[src/rtl/led_status_drv.sv]
module led_status_drv #(
  parameter int unsigned CLK_HZ    = 5_333_333,
  parameter int unsigned BLINK_CHZ = 250
) (
  input  logic clk,
  input  logic rst_n,
  input  logic soft_rst,
  input  logic ovl_i,
  input  logic fault_n_i,
  input  logic addr_zero_i,
  input  logic wdog_i,
  input  logic run_i,
  output logic led_g,
  output logic led_r
);

  localparam logic [63:0] HALF_L = (64'(CLK_HZ) * 64'd50) / 64'(BLINK_CHZ);
  localparam int unsigned HALF = (HALF_L < 64'd2) ? 2 : int'(HALF_L[31:0]);
  localparam int unsigned CW = $clog2(HALF);
  localparam logic [CW-1:0] LAST = CW'(HALF - 1);

  logic [CW-1:0] cnt;
  logic          phase;
  logic          flt_m, flt_q;
  logic          g_d, r_d;

  // blink timebase: hard reset only
  always_ff @(posedge clk or negedge rst_n) begin
    if (!rst_n) begin
      cnt   <= '0;
      phase <= 1'b0;
    end else if (cnt == LAST) begin
      cnt   <= '0;
      phase <= ~phase;
    end else begin
      cnt <= cnt + 1'b1;
    end
  end

  // fault synchronizer, cleared by both resets
  always_ff @(posedge clk or negedge rst_n) begin
    if (!rst_n) begin
      flt_m <= 1'b1;
      flt_q <= 1'b1;
    end else if (soft_rst) begin
      flt_m <= 1'b1;
      flt_q <= 1'b1;
    end else begin
      flt_m <= fault_n_i;
      flt_q <= flt_m;
    end
  end

  always_comb begin
    g_d = 1'b0;
    r_d = 1'b0;
    if (ovl_i) begin
      r_d = phase;
    end else if (!flt_q) begin
      g_d = phase;
      r_d = ~phase;
    end else if (addr_zero_i) begin
      g_d = phase;
      r_d = 1'b1;
    end else if (wdog_i) begin
      r_d = 1'b1;
    end else if (run_i) begin
      g_d = 1'b1;
    end
  end

  always_ff @(posedge clk or negedge rst_n) begin
    if (!rst_n) begin
      led_g <= 1'b0;
      led_r <= 1'b0;
    end else begin
      led_g <= g_d;
      led_r <= r_d;
    end
  end

  a_r9_phase_hold: assert property (@(posedge clk) disable iff (!rst_n)
    (cnt != LAST) |=> $stable(phase));

  a_r10_soft_keeps_timer: assert property (@(posedge clk) disable iff (!rst_n)
    soft_rst |=> (phase == (($past(cnt) == LAST) ? !$past(phase) : $past(phase))));

  a_r6_green_dark: assert property (@(posedge clk) disable iff (!rst_n)
    ovl_i |=> !led_g);

  a_r5_antiphase: assert property (@(posedge clk) disable iff (!rst_n)
    (!ovl_i && !flt_q) |=> (led_g != led_r));

  a_r4_red_steady: assert property (@(posedge clk) disable iff (!rst_n)
    (!ovl_i && flt_q && addr_zero_i) |=> led_r);

  a_r2_regular: assert property (@(posedge clk) disable iff (!rst_n)
    (run_i && !ovl_i && flt_q && !addr_zero_i && !wdog_i) |=> (led_g && !led_r));

endmodule

[config.mk]
export PLATFORM = sky130hd
export DESIGN_NAME = led_status_drv
export DESIGN_NICKNAME = d
export VERILOG_FILES = /design/src/rtl/led_status_drv.sv
export SDC_FILE = /design/constraint.sdc
export NUM_CORES = 1
export LEC_CHECK = 0
export ABC_AREA = 1
export BUFFER_PORTS_ARGS = -buffer_cell sky130_fd_sc_hd__buf_2
export CAP_MARGIN = 10
export CORE_ASPECT_RATIO = 1.2
export CORE_MARGIN = 4
export CORE_UTILIZATION = 40
export CTS_BUF_LIST = sky130_fd_sc_hd__clkbuf_16
export DETAILED_ROUTE_END_ITERATION = 16
export GPL_TIMING_DRIVEN = 0
export PLACE_DENSITY_LB_ADDON = 0.1
export SYNTH_ARGS = -nofsm -noshare
export SYNTH_HDL_FRONTEND = slang
export SYNTH_SLANG_ARGS = --single-unit
[constraint.sdc]
create_clock -name clk -period 1.6 [get_ports clk]
set_input_delay 0.48 -clock clk [delete_from_list [all_inputs] [get_ports clk]]
set_output_delay 0.48 -clock clk [all_outputs]
set_load 0.03 [all_outputs]
==> impl_results.html <==
<table>
<tr><th>Metric</th><th>Value</th></tr>
<tr><th colspan="2">Critical path</th></tr>
<tr><td>Count of cells along the worst register-to-register path</td><td>8</td></tr>
<tr><td>CP arrival</td><td>1560 ps</td></tr>
<tr><td>Endpoint kind of the worst setup timing path</td><td>register</td></tr>
<tr><td>Worst setup slack for register-to-register paths</td><td>200 ps</td></tr>
<tr><td>Type of origin of the critical path</td><td>register</td></tr>
<tr><td>Critical register-to-register path endpoint</td><td>cnt[20]$_DFF_PN0_</td></tr>
<tr><td>Reg2reg start</td><td>cnt[0]$_DFF_PN0_</td></tr>
<tr><td>Series of cell instances along the critical path</td><td>ha_1, nand2_2, nor2_4, nand2_2, nor2_2, nand3_1, nand2_1, nor2_1</td></tr>
<tr><td>Startpoint-to-endpoint class of the critical path</td><td>reg2reg</td></tr>
<tr><td>Slowest CP cell</td><td>sky130_fd_sc_hd__dfrtp_1</td></tr>
<tr><td>Peak per-stage delay on the critical path</td><td>420 ps</td></tr>
<tr><td>Required time of the critical path</td><td>1750 ps</td></tr>
<tr><td>Most Frequent Cell on Critical Path</td><td>sky130_fd_sc_hd__nand2_2</td></tr>
<tr><td>Largest fanout on the critical path</td><td>5</td></tr>
<tr><th colspan="2">Layout</th></tr>
<tr><td>Number of fill cells in the layout</td><td>342</td></tr>
<tr><td>Total area of sequential cells</td><td>653.1 µm²</td></tr>
<tr><td>Total number of nets in the final design</td><td>210</td></tr>
<tr><td>Area occupied by multi-input gates</td><td>720.7 µm²</td></tr>
<tr><td>Final core utilization</td><td>48.51%</td></tr>
<tr><td>Share of layout cells above drive strength 1</td><td>18.09%</td></tr>
<tr><td>Area growth, synth to finish</td><td>13.28%</td></tr>
<tr><td>Non-filler instance count after layout</td><td>236</td></tr>
<tr><td>Antenna diode instance count</td><td>0</td></tr>
<tr><th colspan="2">Clock tree</th></tr>
<tr><td>Number of buffers inserted during clock tree synthesis</td><td>3</td></tr>
<tr><td>Later-pin clock latency in the skew report</td><td>260 ps</td></tr>
<tr><td>H-tree depth</td><td>1</td></tr>
<tr><td>Clock-pin slew on the worst setup and hold paths</td><td>70 ps</td></tr>
<tr><td>Clock tree sinks</td><td>26</td></tr>
<tr><td>Number of gates resized after CTS</td><td>0</td></tr>
<tr><td>Maximum clock path buffer count</td><td>2</td></tr>
<tr><td>Hold-fix buffers at CTS</td><td>0</td></tr>
<tr><td>Clock root buffer</td><td>sky130_fd_sc_hd__clkbuf_16</td></tr>
<tr><td>Clock tree from TritonCTS</td><td>done</td></tr>
<tr><td>Post-CTS setup buffer count</td><td>0</td></tr>
<tr><th colspan="2">STA</th></tr>
<tr><td>Setup violation total in the final timing report</td><td>0</td></tr>
<tr><td>Max Clk Rate</td><td>712.5 MHz</td></tr>
<tr><td>Total count of max-transition violations in the final report</td><td>0</td></tr>
<tr><td>Sum of negative setup slack</td><td>0 ps</td></tr>
<tr><td>Post-route worst setup slack</td><td>196.4 ps</td></tr>
<tr><td>Worst rel slew slack</td><td>61.68%</td></tr>
<tr><td>Hold Vio Cnt, Final</td><td>0</td></tr>
<tr><td>Final critical-path required period</td><td>1404 ps</td></tr>
<tr><td>Slew of the pin with the lowest slew margin</td><td>574.9 ps</td></tr>
<tr><td>Setup Skew</td><td>4.131 ps</td></tr>
<tr><td>Setup repair after global routing missed its margin</td><td>false</td></tr>
<tr><td>Final critical-path share of the clock period</td><td>87.72%</td></tr>
<tr><th colspan="2">Die</th></tr>
<tr><td>Chip height</td><td>74.61 µm</td></tr>
<tr><td>Initial cell density of the core</td><td>42.83%</td></tr>
<tr><td>Number of placement rows</td><td>23</td></tr>
<tr><td>Core Region</td><td>3453 µm²</td></tr>
<tr><td>Die span in x</td><td>63.51 µm</td></tr>
<tr><td>Count of pins on the block boundary</td><td>10</td></tr>
<tr><td>Die area</td><td>4738 µm²</td></tr>
<tr><th colspan="2">Placed design</th></tr>
<tr><td>Post-DP HPWL</td><td>2276 µm</td></tr>
<tr><td>Number of cells in the design after placement</td><td>232</td></tr>
<tr><td>Worst slack after detailed placement</td><td>206.1 ps</td></tr>
<tr><td>Count of input and output buffers</td><td>9</td></tr>
<tr><td>Placer Congestion</td><td>0.8150</td></tr>
<tr><th colspan="2">Synthesis</th></tr>
<tr><td>Synthesized netlist cell count</td><td>186</td></tr>
<tr><td>Post-Synthesis Net Count</td><td>196</td></tr>
<tr><td>Largest area contributor in the synthesized netlist</td><td>sky130_fd_sc_hd__dfrtp_1</td></tr>
<tr><td>Sequential fraction of the synthesis area</td><td>44.16%</td></tr>
<tr><td>Share of synthesized area spent on multiplexers</td><td>0%</td></tr>
<tr><td>Total of flip-flops plus latches after synthesis</td><td>26</td></tr>
<tr><td>Largest cells by area after synthesis</td><td>sky130_fd_sc_hd__dfrtp_1 (41%), sky130_fd_sc_hd__nor2_1 (9.1%), sky130_fd_sc_hd__nand2_1 (7.6%)</td></tr>
<tr><td>Basic-gate share of the synthesized area counting and, or, nand and nor cells</td><td>34.94%</td></tr>
<tr><td>Area of the mapped netlist</td><td>1479 µm²</td></tr>
<tr><td>Post-synth top area share</td><td>40.61%</td></tr>
<tr><td>Synthesized-area fraction occupied by adder cells</td><td>1.692%</td></tr>
<tr><td>Area fraction in compound gates after synthesis</td><td>3.215%</td></tr>
<tr><td>Number of enable flip-flop cells after synthesis</td><td>0</td></tr>
<tr><td>Share of synthesized registers carrying an async set or reset</td><td>100.0%</td></tr>
<tr><td>Distinct cells, synth</td><td>20</td></tr>
<tr><td>Number of warning messages in the yosys log</td><td>0</td></tr>
<tr><td>Avg Inst Size Synth</td><td>7.951 µm²</td></tr>
<tr><td>Dominant combinational cell family by area after synthesis</td><td>simple AND/OR/NAND/NOR gates</td></tr>
<tr><td>Synth Flop Type</td><td>sky130_fd_sc_hd__dfrtp_1</td></tr>
<tr><td>XOR/XNOR Fraction of Synth Area</td><td>8.883%</td></tr>
<tr><th colspan="2">Power</th></tr>
<tr><td>Sequential fraction of design power</td><td>46.5%</td></tr>
<tr><td>NetSw</td><td>256.8 µW</td></tr>
<tr><td>Switching share of total power</td><td>17.96%</td></tr>
<tr><td>Largest voltage drop on the vdd net</td><td>0.0002925 V</td></tr>
<tr><td>Static Leakage</td><td>0.0008015 µW</td></tr>
<tr><td>Clock power share</td><td>50.9%</td></tr>
<tr><td>Int Pwr</td><td>1173 µW</td></tr>
<tr><td>Power per unit of standard cell area</td><td>853.6 nW/µm²</td></tr>
<tr><td>Combinational group share of total power</td><td>2.6%</td></tr>
<tr><th colspan="2">Global route</th></tr>
<tr><td>Global route total overflow</td><td>0</td></tr>
<tr><td>Wire length of the first global-routing pass</td><td>5354 µm</td></tr>
<tr><td>Antenna violations before repair</td><td>0</td></tr>
<tr><td>Total global routing track utilization</td><td>14.30%</td></tr>
<tr><td>Number of global-route vias before repair</td><td>1220</td></tr>
<tr><td>Pin count of the biggest net entering global routing</td><td>27</td></tr>
<tr><th colspan="2">Route</th></tr>
<tr><td>Per-cell routed wire length</td><td>12.40 µm</td></tr>
<tr><td>Total routed wirelength</td><td>2927 µm</td></tr>
<tr><td>Average via count per standard cell</td><td>4.911</td></tr>
<tr><td>Remaining DRCs</td><td>0</td></tr>
<tr><td>Antenna viol nets, final</td><td>0</td></tr>
<tr><td>Detailed-route via count</td><td>1159</td></tr>
<tr><td>Detailed-router iteration count before antenna repair</td><td>4</td></tr>
<tr><td>First-iteration detailed-routing DRC count</td><td>57</td></tr>
<tr><th colspan="2">Outcome</th></tr>
<tr><td>Outcome</td><td>finished, final reports clean</td></tr>
<tr><th colspan="2">Hold path</th></tr>
<tr><td>Type of the tightest min-delay check</td><td>in2async</td></tr>
<tr><th colspan="2">Run</th></tr>
<tr><td>Max capacitance violation total</td><td>0</td></tr>
</table>
==> sequential cells by signal, summed over array words and instances, names as in the netlist <==
register / count
flt_m: 1
cnt: 21
flt_q: 1
led_r: 1
led_g: 1
phase: 1
==> cell families after synthesis <==
group                    Yosys count
AND/OR/NAND/NOR                  106
buffers and inverters             28
flip-flops                        26
XOR/XNOR                          15
AO/OA/AOI/OAI                      9
adder cells (fa/ha/maj)            2
==> stage by stage <==
stage          area (µm²)  hold WS, ps  power, µW
6_report             1675        210.0       1430
3_5_place_dp         1570        511.0      715.3
4_1_cts              1675        239.3       1450
2_1_floorplan        1479        184.4      689.6
5_1_grt              1675        257.7       1483
3_3_place_gp         1570        482.7      713.9
==> worst max-delay path, delay by kind of cell, from the launching register on <==
kind                     cells  cell delay [ps]
flip-flops                   1              420
AND/OR/NAND/NOR              7              630
adder cells (fa/ha/maj)      1              220
==> synthesized netlist by cell type (3+ instances only) <==
cell type and count:
sky130_fd_sc_hd__nand3_1 13, sky130_fd_sc_hd__nor2_4 4, sky130_fd_sc_hd__nor2_1 36, sky130_fd_sc_hd__xnor2_1 3
sky130_fd_sc_hd__nor2_2 6, sky130_fd_sc_hd__nand3_2 4, sky130_fd_sc_hd__nand2_1 30, sky130_fd_sc_hd__nand2_2 5
sky130_fd_sc_hd__nand4_1 6, sky130_fd_sc_hd__a21oi_1 5, sky130_fd_sc_hd__dfrtp_1 24, sky130_fd_sc_hd__inv_1 27
sky130_fd_sc_hd__xor2_1 12
==> layout make-up <==
cell class	count	area share, %
clock inverter	1	1.792
multi-input combinational	132	43.02
tap	37	2.763
clock buffer	3	4.481
sequential	26	38.98
inverter	28	6.273
timing repair buffer	9	2.689
==> power by group through the flow <==
stage | Sequential, µW | Clock, µW | Combinational, µW
3_5_place_dp | 677 | 0 | 38.4
3_3_place_gp | 677 | 0 | 36.9
2_1_floorplan | 682 | 0 | 7.17
6_report | 665 | 728 | 37.0
4_1_cts | 664 | 747 | 38.6
5_1_grt | 664 | 777 | 42.2
==> cells in the final DEF, fill, tap and decap left out <==
cell type / synthesis / layout
sky130_fd_sc_hd__nand3_1: 13 / 13
sky130_fd_sc_hd__nor2_1: 36 / 36
sky130_fd_sc_hd__nand3_2: 4 / 4
sky130_fd_sc_hd__bufinv_16: 0 / 1
sky130_fd_sc_hd__o21ai_0: 2 / 2
sky130_fd_sc_hd__xnor2_1: 3 / 3
sky130_fd_sc_hd__nor2_4: 4 / 4
sky130_fd_sc_hd__a21oi_1: 5 / 5
sky130_fd_sc_hd__nor2_2: 6 / 6
sky130_fd_sc_hd__xor2_1: 12 / 12
sky130_fd_sc_hd__clkbuf_16: 0 / 3
sky130_fd_sc_hd__nand4_1: 6 / 6
sky130_fd_sc_hd__buf_2: 0 / 9
sky130_fd_sc_hd__o21ai_1: 1 / 1
sky130_fd_sc_hd__dfstp_2: 2 / 2
sky130_fd_sc_hd__ha_1: 2 / 2
sky130_fd_sc_hd__dfrtp_1: 24 / 24
sky130_fd_sc_hd__clkinv_1: 1 / 1
sky130_fd_sc_hd__nand2_2: 5 / 5
sky130_fd_sc_hd__inv_1: 27 / 27
sky130_fd_sc_hd__nand2_1: 30 / 30
sky130_fd_sc_hd__o21bai_1: 1 / 1
sky130_fd_sc_hd__or2_2: 2 / 2
==> worst max-delay path by stage <==
| stage | startpoint | to | cells past startpoint |
|---|---|---|---|
| global placement | cnt[0]$_DFF_PN0_ | cnt[20]$_DFF_PN0_ | 8 |
| CTS | cnt[0]$_DFF_PN0_ | cnt[20]$_DFF_PN0_ | 8 |
| detailed placement | cnt[0]$_DFF_PN0_ | cnt[20]$_DFF_PN0_ | 8 |
| floorplan | cnt[0]$_DFF_PN0_ | cnt[20]$_DFF_PN0_ | 8 |
| finish | cnt[0]$_DFF_PN0_ | cnt[20]$_DFF_PN0_ | 8 |
| global route | cnt[0]$_DFF_PN0_ | cnt[10]$_DFF_PN0_ | 6 |
==> metal layers <==
metal / wire length [µm] / up-vias / GRT usage (%) / part of all wire (%)
met1: 1344 / 546 / 17.17 / 46
met4: 53 / 0 / 5.755 / 1.8
met3: 44 / 5 / 1.940 / 1.5
met5: 0 / - / 0 / 0
met2: 1484 / 7 / 26.10 / 51
li1: - / 601 / - / -
No activity file was read; power rests on OpenSTA's default activity.
